==> src/rtl/spis_pkg.sv <==
package spis_pkg;

    localparam int LEN_W = 4;

    typedef enum logic [1:0] {
        MODE_TXRX   = 2'b00,
        MODE_TXONLY = 2'b10
    } xfer_mode_e;

    typedef struct packed {
        logic [3:0]       clkdiv;
        logic             dmaw_en;
        logic             dmar_en;
        logic [LEN_W-1:0] wlen;
        logic             pol;
        logic             pha;
        logic [1:0]       mode;
        logic             en;
    } cfg_t;

    localparam int CFG_W = $bits(cfg_t);

    function automatic logic is_tx_only(input logic [1:0] mode);
        return mode[1];
    endfunction

    function automatic cfg_t cfg_merge(input cfg_t cur, input cfg_t wr);
        cfg_t res;
        if (cur.en) begin
            res    = cur;
            res.en = wr.en;
        end else begin
            res = wr;
        end
        return res;
    endfunction

endpackage

==> src/rtl/spis_sync.sv <==
module spis_sync #(
    parameter int              WIDTH   = 3,
    parameter int              STAGES  = 2,
    parameter logic [WIDTH-1:0] RST_VAL = '0
) (
    input  logic             clk,
    input  logic             rst,
    input  logic [WIDTH-1:0] d,
    output logic [WIDTH-1:0] q
);
    logic [WIDTH-1:0] chain [STAGES];

    for (genvar s = 0; s < STAGES; s++) begin : g_stage
        if (s == 0) begin : g_first
            always_ff @(posedge clk) begin
                if (rst) chain[s] <= RST_VAL;
                else     chain[s] <= d;
            end
        end else begin : g_next
            always_ff @(posedge clk) begin
                if (rst) chain[s] <= RST_VAL;
                else     chain[s] <= chain[s-1];
            end
        end
    end

    assign q = chain[STAGES-1];
endmodule

==> src/rtl/spis_engine.sv <==
module spis_engine
    import spis_pkg::*;
#(
    parameter int DATA_W = 16
) (
    input  logic              clk,
    input  logic              rst,
    input  logic              en,
    input  logic              pha,
    input  logic              pol,
    input  logic [LEN_W-1:0]  wlen,
    input  logic              sclk_s,
    input  logic              cs_n_s,
    input  logic              mosi_s,
    input  logic [DATA_W-1:0] tx_word,
    output logic              miso,
    output logic              load_ev,
    output logic              done_ev,
    output logic [DATA_W-1:0] rx_word
);
    localparam logic [LEN_W-1:0] LAST_MAX = LEN_W'(DATA_W - 1);

    logic              sclk_q;
    logic              need_load;
    logic [LEN_W-1:0]  cnt;
    logic [DATA_W-1:0] sh;
    logic [DATA_W-1:0] rx_sh;
    logic [LEN_W-1:0]  last;
    logic              active, toggled, lead, trail, samp, shft;

    assign last    = (wlen > LAST_MAX) ? LAST_MAX : wlen;
    assign active  = en & ~cs_n_s;
    assign toggled = sclk_s ^ sclk_q;
    assign lead    = active & toggled & (sclk_s != pol);
    assign trail   = active & toggled & (sclk_s == pol);
    assign samp    = pha ? trail : lead;
    assign shft    = pha ? lead : trail;
    assign load_ev = lead & need_load;
    assign done_ev = samp & (cnt == last);
    assign rx_word = {rx_sh[DATA_W-2:0], mosi_s};
    assign miso    = need_load ? tx_word[last] : sh[last];

    always_ff @(posedge clk) begin
        if (rst) sclk_q <= 1'b0;
        else     sclk_q <= sclk_s;
    end

    always_ff @(posedge clk) begin
        if (rst) begin
            cnt       <= '0;
            need_load <= 1'b1;
            sh        <= '0;
            rx_sh     <= '0;
        end else if (!active) begin
            cnt       <= '0;
            need_load <= 1'b1;
            rx_sh     <= '0;
        end else begin
            if (load_ev) begin
                sh        <= tx_word;
                need_load <= 1'b0;
            end else if (shft) begin
                sh <= sh << 1;
            end
            if (samp) begin
                if (done_ev) begin
                    cnt       <= '0;
                    rx_sh     <= '0;
                    need_load <= 1'b1;
                end else begin
                    cnt   <= cnt + 1'b1;
                    rx_sh <= rx_word;
                end
            end
        end
    end
endmodule

==> src/rtl/spis_slave.sv <==
module spis_slave
    import spis_pkg::*;
#(
    parameter int DATA_W      = 16,
    parameter int SYNC_STAGES = 2
) (
    input  logic              clk,
    input  logic              rst,
    input  logic              cfg_we,
    input  logic [14:0]       cfg_wdata,
    input  logic              tx_we,
    input  logic [DATA_W-1:0] tx_wdata,
    input  logic              rx_rd,
    output logic [DATA_W-1:0] rx_data,
    output logic              tx_empty,
    output logic              rx_full,
    output logic              evt_tx_underflow,
    output logic              evt_rx_overflow,
    output logic              evt_eot,
    output logic              dma_rd_req,
    output logic              dma_wr_req,
    input  logic              spi_sclk,
    input  logic              spi_cs_n,
    input  logic              spi_mosi,
    output logic              spi_miso,
    output logic              spi_miso_oe
);
    cfg_t              cfg_q;
    logic [DATA_W-1:0] tx_hold;
    logic              tx_fresh;
    logic [DATA_W-1:0] rx_hold;
    logic              rx_full_q;
    logic              sclk_s, cs_n_s, mosi_s;
    logic              load_ev, done_ev;
    logic [DATA_W-1:0] rx_word;
    logic              rx_path;

    spis_sync #(.WIDTH(3), .STAGES(SYNC_STAGES), .RST_VAL(3'b010)) u_sync (
        .clk (clk),
        .rst (rst),
        .d   ({spi_sclk, spi_cs_n, spi_mosi}),
        .q   ({sclk_s, cs_n_s, mosi_s})
    );

    spis_engine #(.DATA_W(DATA_W)) u_engine (
        .clk     (clk),
        .rst     (rst),
        .en      (cfg_q.en),
        .pha     (cfg_q.pha),
        .pol     (cfg_q.pol),
        .wlen    (cfg_q.wlen),
        .sclk_s  (sclk_s),
        .cs_n_s  (cs_n_s),
        .mosi_s  (mosi_s),
        .tx_word (tx_hold),
        .miso    (spi_miso),
        .load_ev (load_ev),
        .done_ev (done_ev),
        .rx_word (rx_word)
    );

    assign rx_path = ~is_tx_only(cfg_q.mode);

    always_ff @(posedge clk) begin
        if (rst) begin
            cfg_q            <= '0;
            tx_hold          <= '0;
            tx_fresh         <= 1'b0;
            rx_hold          <= '0;
            rx_full_q        <= 1'b0;
            evt_tx_underflow <= 1'b0;
            evt_rx_overflow  <= 1'b0;
            evt_eot          <= 1'b0;
        end else begin
            if (cfg_we) cfg_q <= cfg_merge(cfg_q, cfg_t'(cfg_wdata));
            if (tx_we)  tx_hold <= tx_wdata;

            if (load_ev)    tx_fresh <= tx_we;
            else if (tx_we) tx_fresh <= 1'b1;

            evt_tx_underflow <= load_ev & ~tx_fresh;
            evt_eot          <= done_ev;
            evt_rx_overflow  <= done_ev & rx_path & rx_full_q & ~rx_rd;

            if (done_ev && rx_path) begin
                rx_hold   <= rx_word;
                rx_full_q <= 1'b1;
            end else if (rx_rd) begin
                rx_full_q <= 1'b0;
            end
        end
    end

    assign rx_data     = rx_hold;
    assign rx_full     = rx_full_q;
    assign tx_empty    = ~tx_fresh;
    assign dma_rd_req  = cfg_q.en & cfg_q.dmar_en & rx_full_q & rx_path;
    assign dma_wr_req  = cfg_q.en & cfg_q.dmaw_en & ~tx_fresh;
    assign spi_miso_oe = cfg_q.en & ~cs_n_s;
endmodule

==> config.mk <==
export PLATFORM = sky130hd
export DESIGN_NAME = spis_slave
export DESIGN_NICKNAME = d
export VERILOG_FILES = /design/src/rtl/spis_pkg.sv /design/src/rtl/spis_sync.sv /design/src/rtl/spis_engine.sv /design/src/rtl/spis_slave.sv
export SDC_FILE = /design/constraint.sdc
export NUM_CORES = 1
export LEC_CHECK = 0
export BUFFER_PORTS_ARGS = -buffer_cell sky130_fd_sc_hd__buf_2
export CORE_UTILIZATION = 55
export DETAILED_ROUTE_END_ITERATION = 10
export GPL_TIMING_DRIVEN = 0
export PLACE_DENSITY = 0.78
export SETUP_SLACK_MARGIN = 0.15
export SLEW_MARGIN = 0
export SYNTH_ARGS = -nofsm -noshare
export SYNTH_HDL_FRONTEND = slang
export SYNTH_SLANG_ARGS = --single-unit
==> constraint.sdc <==
create_clock -name clk -period 2 [get_ports clk]
set_input_delay 0.4 -clock clk [delete_from_list [all_inputs] [get_ports clk]]
set_output_delay 0.4 -clock clk [all_outputs]
set_load 0.02 [all_outputs]
### Word level (Yosys, flattened, before mapping)

Memories as Yosys holds them, arrays and structs flattened.
Cells that the tools add are included.

| cells by class | value |
|---|---|
| add/subtract/negate cells | 1 |
| shift operators | 0 |
| reduce and logical (&&, ||, !) cells | 7 |
| order comparisons | 2 |
| equality and inequality tests | 3 |
| mux-type cells | 24 |
| bitwise operators | 24 |
| div/mod/pow operators | 0 |
| multiply operators | 0 |

Operators by type and width:

| operator | number |
|---|---|
| $mux 16 | 2 |
| $and 1x1->1 | 15 |
| $mux 1 | 15 |
| $mux 15 | 1 |
| $bmux 1 s4 | 2 |
| $mux 4 | 2 |
| $mux 3 | 2 |
| $not 1->1 | 6 |
| $reduce_bool 2->1 | 3 |
| $lt 4x5->1 const B | 1 |
| $add 4x1->4 const B | 1 |
| $eq 4x4->1 | 1 |
| $gt 4x4->1 const B | 1 |
| $reduce_and 2->1 | 2 |
| $or 1x1->1 | 2 |
| $reduce_or 2->1 | 1 |
| $eq 1x1->1 | 1 |
| $logic_and 1x1->1 | 1 |
| $ne 1x1->1 | 1 |
| $xor 1x1->1 | 1 |

| word-level totals | value |
|---|---|
| word-level logic and storage cells | 81 |
| bits in latches | 0 |
| bits of input ports | 39 |
| ROM bits | 0 |
| register bits after elaboration | 85 |
| RAM bits | 6 |
| memories | 1 |

Memory list:

| memory | depth | width | read ports | clocked after Yosys merged registers in | write ports | RTL line | source |
|---|---|---|---|---|---|---|---|
| u_sync.chain | 2 | 3 | 2 | 0 | 2 | spis_sync.sv:11 | `logic [WIDTH-1:0] chain [STAGES];` |

### Longest topological paths before layout

Gate-level depths: netlist (run 1).
An unclocked memory read counts as a cell.

| depth | value |
|---|---|
| word-level depth | 10 |
| depth in mapped cells | 8 |
| gate-level depth less buffers | 5 |

### Cells and area by module

A second synthesis (run 1) with hierarchy kept.

| unflattened totals | value |
|---|---|
| cells, all modules | 436 |
| area total of the unflattened synthesis | 4080.2 µm² |

Modules (own cells, without submodules):

| module | area an instance (µm²) | cells an instance | seq. area each (µm²) | instances |
|---|---|---|---|---|
| spis_engine | 1990.7 | 239 | 740.7 | 1 |
| spis_slave | 1931.9 | 185 | 940.9 | 1 |
| spis_sync | 157.7 | 12 | 120.1 | 1 |

### Worst setup path after synthesis (run 1)

Ideal clock, no wire load.

| timing | value |
|---|---|
| kind | register to output |
| start | reg cfg_q[6] (netlist bit) |
| end | out spi_miso |
| path slack | 0.082 ns |
| stages on the path, launching flop included | 8 |
| path buffers | 2 |
| arrival | 1.518 ns |
| path through | dfxtp_1 -> buf_2 -> buf_2 -> mux2i_1 -> nand2_1 -> and3_1 -> a31oi_1 -> nand3_1 |

| on the way | value |
|---|---|
| cells in the longest elaborated chain, start to end | 5 |
| elaborated cells between the ends (all ways) | 7 |

RTL lines:

| element | RTL line | source |
|---|---|---|
| start, declared | spis_slave.sv:28 | `cfg_t cfg_q;` |
| start signal, assigned | spis_slave.sv:75 | `if (cfg_we) cfg_q <= cfg_merge(cfg_q, cfg_t'(cfg_wdata));` |
| $gt 4x4->1 | spis_engine.sv:31 | `assign last = (wlen > LAST_MAX) ? LAST_MAX : wlen;` |
| $mux 4 (*) | spis_engine.sv:31 |  |
| $bmux 1 s4 | spis_engine.sv:41 | `assign miso = need_load ? tx_word[last] : sh[last];` |
| $mux 1 (implied by the code) | spis_engine.sv:41 |  |
| $mux 1 (*) | spis_engine.sv:41 |  |
| end, declared | spis_slave.sv:25 | `output logic spi_miso,` |

Mark *: on every way between the ends. The rest lies on a longest branch, timed or not. The select of a mux whose other input is x is not followed.

### Worst setup path in the final report (run 1)

Same ends and word-level chain as after synthesis.

==> flow_summary.yaml, run 1 <==
clock_tree:
  cts_hold_buf: 0
  cts_buffers: 9
  clock_sinks: 90
  clockBufferDepth: 2
  ctsHtreeMaxLevel: 3
  root_buffer: "clkbuf_8"
  clk_latency_ps: 360
  clk_pin_slew_ps: 80
  cts_tree: "yes"
pwr:
  seq_power_share: 0.534
  netSwitchingFraction: 0.235
  peakVddDrop_mv: 0.522
  share_comb_of_total_power: 0.085
  p_sw_w: 0.000825
  leakagePower_nw: 1.93
  power_density_mw_per_mm2: 716
  pwr-share-clk: 0.381
  intPower_w: 0.00268
die:
  io-pin-count: 64
  core-area_sq_mm: 0.00642
  dieArea_sq_mm: 0.00709
  die_w_um: 84.2
  die_height_um: 84.2
  start_util: 0.579
  rows: 29
cells_and_area:
  design_area_sq_mm: 0.00490
  diodes: 0
  fin_cells: 572
  area_growth_pct: 31.8
  drive_gt1_frac: 0.333
  layout.nets: 531
  fillerInstances: 408
  seq_area_sq_mm: 0.00181
  multi_input_area_sq_mm: 0.00204
global_routing:
  grt_pass1_wl_um: 14300
  overflow: 0
  antenna_found_initial: 0
  grt_max_degree: 15
  first_global_vias: 2985
  track_usage: 0.258
synthesis:
  ys_warn_count: 0
  ys_types: 37
  synthMuxAreaShare: 0.156
  synthAdderAreaFrac: 0.00337
  synth_area_leaders: "dfxtp_1 (48%), mux2i_1 (16%), nor2_1 (6.1%)"
  ys_ff_latch: 90
  synthesis.area_sq_mm: 0.00372
  ys_top_cells_by_count: "dfxtp_1 (90), nor2_1 (60), mux2i_1 (58)"
  syn_inst: 404
  synth_edf_count: 0
  synth_compound_area_frac: 0.105
  synth_nets: 444
  synth.most_common_cell: "dfxtp_1"
  synth_top_area_cell: "dfxtp_1"
  synthFlopType: "dfxtp_1"
  ys_seq_area_frac: 0.485
  yosys.area_share.simple: 0.185
  synth_top_family_by_area: "simple AND/OR/NAND/NOR gates"
  yosysTopAreaCellShare: 0.485
  synth-xor-area-share: 0.0236
  async_flop_share: 0
  avgSynthCellArea_sq_um: 9.20
sta:
  timing.final.ws_setup_ps: -344
  hold_viol: 0
  period_needed_ps: 2340
  rsz0062_at_grt: "yes"
  fmax_ghz: 0.427
  worst_pin_slew_ps: 681
  setup_viol: 1
  fin_crit_sh: 1.17
  setup_tns_ps: -344
  relSlewSlack: 0.546
  final.setup_skew_ps: 12.9
  maxSlewViolCount: 0
critical_path:
  crit_top_cell: "buf_6"
  max_stage_delay_ps: 340
  worst_setup_path_end_kind: "output pin"
  path_cells: "buf_6 -> buf_12 -> buf_4 -> mux2i_1 -> a22oi_1 -> a31oi_1 -> nand3_2 -> buf_6"
  reg2reg_to: "rx_data[12]"
  cp_slowest_cell: "dfxtp_2"
  r2r_slack_ps: 60
  timing.rr.start: "cfg_q[6]"
  crit_arrival_ps: 1940
  crit_required_ps: 1600
  cp-start-kind: "flop"
  reg2reg_depth: 10
  crit_type: "flop to output pin"
  crit_fanout: 7
detailed_routing:
  postRouteAntennaNets: 0
  drt-initial-drc-count: 179
  first_pass_iters: 8
  drt_wl_total_um: 9730
  drcViolationCount: 6
  vias_per_cell: 5.71
  vias: 3265
  wire_per_inst_um: 17.0
min_path:
  holdPathEnd: "u_sync.chain[0][1]"
  hp-class: "input pin to flop"
  min-delay-start: "spi_cs_n"
  hold_depth: 2
placed_design:
  gp_congestion: 0.837
  post_dp_cell_area_sq_mm: 0.00410
  placed_cells_incl_taps: 537
  hpwlAfterDp_um: 5580
  io_buffers: 56
  pre_cts_ws_ps: -89.5
run:
  maxCapViolCount: 0
outcome:
  status: "finished, violations left"
  violations: "DRC, setup timing"
==> how the worst max path moves through the flow <==
stage          cells past startpoint     start  slack [ps]        to
6_report                           8  cfg_q[6]        -340  spi_miso
4_1_cts                            8  cfg_q[6]        -180  spi_miso
2_1_floorplan                      7  cfg_q[6]         150  spi_miso
3_5_place_dp                       8  cfg_q[6]         -90  spi_miso
3_3_place_gp                       8  cfg_q[6]         -60  spi_miso
5_1_grt                            8  cfg_q[6]        -440  spi_miso
==> layout make-up <==
class                           instances  area share
Clock inverter                          4      0.0156
Buffer                                 27      0.0444
Multi-Input combinational cell        283       0.417
Sequential cell                        90       0.370
Tap cell                               77      0.0197
Inverter                                4     0.00306
Clock buffer                           11      0.0268
Timing Repair Buffer                   76       0.104
==> power by group through the flow <==
stage | registers (W) | logic [W] | clock network [W]
floorplan | 0.00190 | 0.000157 | 0
global placement | 0.00191 | 0.000221 | 0
detailed placement | 0.00191 | 0.000226 | 0
CTS | 0.00187 | 0.000270 | 0.00135
global route | 0.00188 | 0.000322 | 0.00143
finish | 0.00187 | 0.000300 | 0.00134
==> what timing repair did <==
action	4_1_cts	5_1_grt
endpoints found under the setup margin	29	51
resized for setup	66	41
gates cloned	1	1
buffers inserted	8	10
pin swaps	18	9
==> state kept, by name (all words and copies together), names as in the netlist <==
register / flops
cfg_q: 10
evt_eot: 1
evt_rx_overflow: 1
evt_tx_underflow: 1
rx_data: 16
rx_full: 1
tx_fresh: 1
tx_hold: 16
u_engine.cnt: 4
u_engine.need_load: 1
u_engine.rx_sh: 15
u_engine.sclk_q: 1
u_engine.sh: 16
u_sync.chain: 6
==> cells by family after synthesis <==
kind of cell | Yosys count
adder cells (fa/ha/maj) | 1
AND/OR/NAND/NOR | 153
buffers and inverters | 31
XOR/XNOR | 10
AO/OA/AOI/OAI | 61
flip-flops | 90
multiplexers | 58
==> per-layer routing <==
| metal | vias to the layer above | share of wire | track usage |
|---|---|---|---|
| met1 | 1565 | 0.43 | 0.332 |
| li1 | 1552 | - | - |
| met5 | - | 0 | 0 |
| met3 | 20 | 0.057 | 0.0649 |
| met4 | 0 | 0.020 | 0.0831 |
| met2 | 128 | 0.49 | 0.425 |
==> worst max-delay path, delay by kind of cell, from the launching register on <==
| kind | cells | cell delay, ps |
|---|---|---|
| AO/OA/AOI/OAI | 2 | 400 |
| buffers and inverters | 4 | 510 |
| flip-flops | 1 | 340 |
| AND/OR/NAND/NOR | 1 | 120 |
| multiplexers | 1 | 200 |
==> cell usage in the layout (no fill, tap or decap), types with 2 or more instances in the layout <==
master     count
dfxtp_2        5
xor2_1         2
buf_4         13
a211oi_1      17
a21oi_1       12
nand2b_1       4
clkbuf_1      14
nand2_2        3
nand2_1       39
a21oi_2       17
nor2_1        60
clkbuf_2       3
a22oi_1        3
and3_1         3
nand3_1        2
nor2b_1        7
buf_2         56
clkbuf_8      10
a22oi_2        7
dfxtp_1       84
mux2i_1       57
inv_1          4
xnor2_1        6
a22o_1         2
nand4_1        3
nand2_4       13
bufinv_16      2
buf_6         10
buf_12         6
or2_2          3
or3_1          2
==> through the flow <==
| stage | hold WS, ps | util | power [W] |
|---|---|---|---|
| CTS | 215 | 0.727 | 0.00348 |
| global route | 208 | 0.763 | 0.00363 |
| floorplan | 389 | - | 0.00205 |
| global placement | 392 | 0.638 | 0.00213 |
| detailed placement | 409 | 0.638 | 0.00213 |
| finish | 224 | 0.763 | 0.00351 |
No activity file was read; power rests on OpenSTA's default activity.
==> inputs of run 2 (changes only) <==
Settings changed: SETUP_SLACK_MARGIN 0.15 to unset.
==> run 2 against run 1 <==
The flow still finishes with violations (DRC, setup timing). Sequential power about the same. Sequential share of layout area is 4.1 points higher. Clock skew is 5.5 ps lower. Critical path type unchanged. Largest cell class unchanged.
==> flow_summary.yaml, run 2 (same netlist as run 1, synthesis figures left out) <==
sta:
  period_needed_ps: 2190
  final.setup_skew_ps: 7.35
  hold_viol: 0
  setup_viol: 1
  maxSlewViolCount: 0
  fin_crit_sh: 1.10
  timing.final.ws_setup_ps: -194
  fmax_ghz: 0.456
  relSlewSlack: 0.618
  worst_pin_slew_ps: 573
  rsz0062_at_grt: "yes"
cells_and_area:
  final_util: 0.685
  fin_cells: 557
  layout.nets: 515
  final_cell_mix: "dfxtp_1 (87), nor2_1 (60), buf_2 (59), mux2i_1 (56), nand2_1 (55)"
  fillerInstances: 513
  drive_gt1_frac: 0.219
  area_growth_pct: 18.4
  layout_commonest_cell: "dfxtp_1"
  diodes: 0
die:
  io-pin-count: 64
  die_w_um: 84.2
  start_util: 0.579
  die_height_um: 84.2
  core-area_sq_mm: 0.00642
  rows: 29
  dieArea_sq_mm: 0.00709
global_routing:
  overflow: 0
  grt_pass1_wl_um: 13500
  grt_max_degree: 17
  track_usage: 0.242
  first_global_vias: 2862
  antenna_found_initial: 0
detailed_routing:
  postRouteAntennaNets: 0
  vias: 3004
  first_pass_iters: 7
  wire_per_inst_um: 14.5
  drcViolationCount: 6
  drt-initial-drc-count: 148
  vias_per_cell: 5.39
  drt_wl_total_um: 8060
pwr:
  pwr-share-clk: 0.349
  intPower_w: 0.00241
  leakagePower_nw: 1.73
  share_comb_of_total_power: 0.079
  power_density_mw_per_mm2: 742
  peakVddDrop_mv: 0.513
  seq_power_share: 0.573
  p_sw_w: 0.000851
  netSwitchingFraction: 0.261
clock_tree:
  clock_sinks: 90
  ctsHtreeMaxLevel: 3
  root_buffer: "clkbuf_8"
  cts_buffers: 9
  cts_tree: "yes"
  clk_pin_slew_ps: 90
  clockBufferDepth: 2
  clk_latency_ps: 370
  cts_hold_buf: 0
critical_path:
  crit_fanout: 8
  cp-start-kind: "flop"
  crit_arrival_ps: 1790
  crit_type: "flop to output pin"
  crit_required_ps: 1600
  worst_setup_path_end_kind: "output pin"
min_path:
  hp-class: "input pin to flop"
placed_design:
  io_buffers: 56
  gp_congestion: 0.843
  placed_cells_incl_taps: 537
  hpwlAfterDp_um: 5650
outcome:
  status: "finished, violations left"
  violations: "DRC, setup timing"
run:
  maxCapViolCount: 0
[run 2: cell types whose count changed in the layout (fill, tap and decap cells not counted), moves of 4 or more]
| cell | before | now |
|---|---|---|
| nand2_4 | 13 | 0 |
| a22oi_2 | 7 | 0 |
| buf_12 | 6 | 2 |
| a22oi_1 | 3 | 10 |
| buf_4 | 13 | 7 |
| a21oi_2 | 17 | 2 |
| buf_6 | 10 | 3 |
| a21oi_1 | 12 | 27 |
| nand2_1 | 39 | 55 |
[run 2: per-stage QoR]
stage                     power (W)  hold slack (ps)  area, sq um  setup TNS [ps]  setup WS (ps)
after floorplan             0.00205              389         3720               0           81.6
after global placement      0.00213              392         4090            -155           -155
after detailed placement    0.00213              401         4090            -490           -184
after CTS                   0.00326              208         4360            -207           -207
after global routing        0.00338              204         4400            -269           -269
final                       0.00327              215         4400            -194           -194
[run 2: worst max-delay path, cell delays in order (launching register included)]
cell and delay, ps:
dfxtp_2 330, buf_6 130, buf_12 130, mux2i_1 200, nand2_1 60, and3_1 160
a31oi_1 170, nand3_2 100, buf_6 140
[run 2: power groups by stage]
stage / sequential (W) / clock, W / combinational [W]
floorplan: 0.00190 / 0 / 0.000156
global placement: 0.00191 / 0 / 0.000220
finish: 0.00187 / 0.00114 / 0.000257
detailed placement: 0.00191 / 0 / 0.000226
global route: 0.00188 / 0.00123 / 0.000281
CTS: 0.00187 / 0.00115 / 0.000250
[run 2: path summary, 6_finish.rpt]
kind | from | end | slack, ps | depth (start not counted)
min | spi_cs_n | u_sync.chain[0][1] | 210 | 2
max | cfg_q[6] | spi_miso | -190 | 8
min reg2reg | u_sync.chain[0][1] | u_sync.chain[1][1] | 420 | 1
max reg2reg | u_sync.chain[1][2] | u_engine.sh[9] | 130 | 6
[run 2: per-layer routing]
layer | global-route usage | routed length [um]
met1 | 0.331 | 3810
met2 | 0.364 | 3590
met3 | 0.0629 | 508
met4 | 0.0987 | 148
met5 | 0 | 0
[run 2: what timing repair did]
item | CTS | global route
pin swaps | 3 | 4
setup buffers | 4 | 1
gates resized for setup | 16 | 8
setup endpoints to repair | 14 | 22
cloned | 0 | 0
[run 2: cell type report]
class                   count  area [sq um]  area share
multi-input cells         283          1820       0.414
flip-flops and latches     90          1810       0.411
repair buffers             61           324      0.0736
plain buffers              26           158      0.0358
clock buffers               9           124      0.0281
well taps                  77          96.3      0.0219
clock inverters             7          53.8      0.0122
inverters                   4          15.0     0.00341
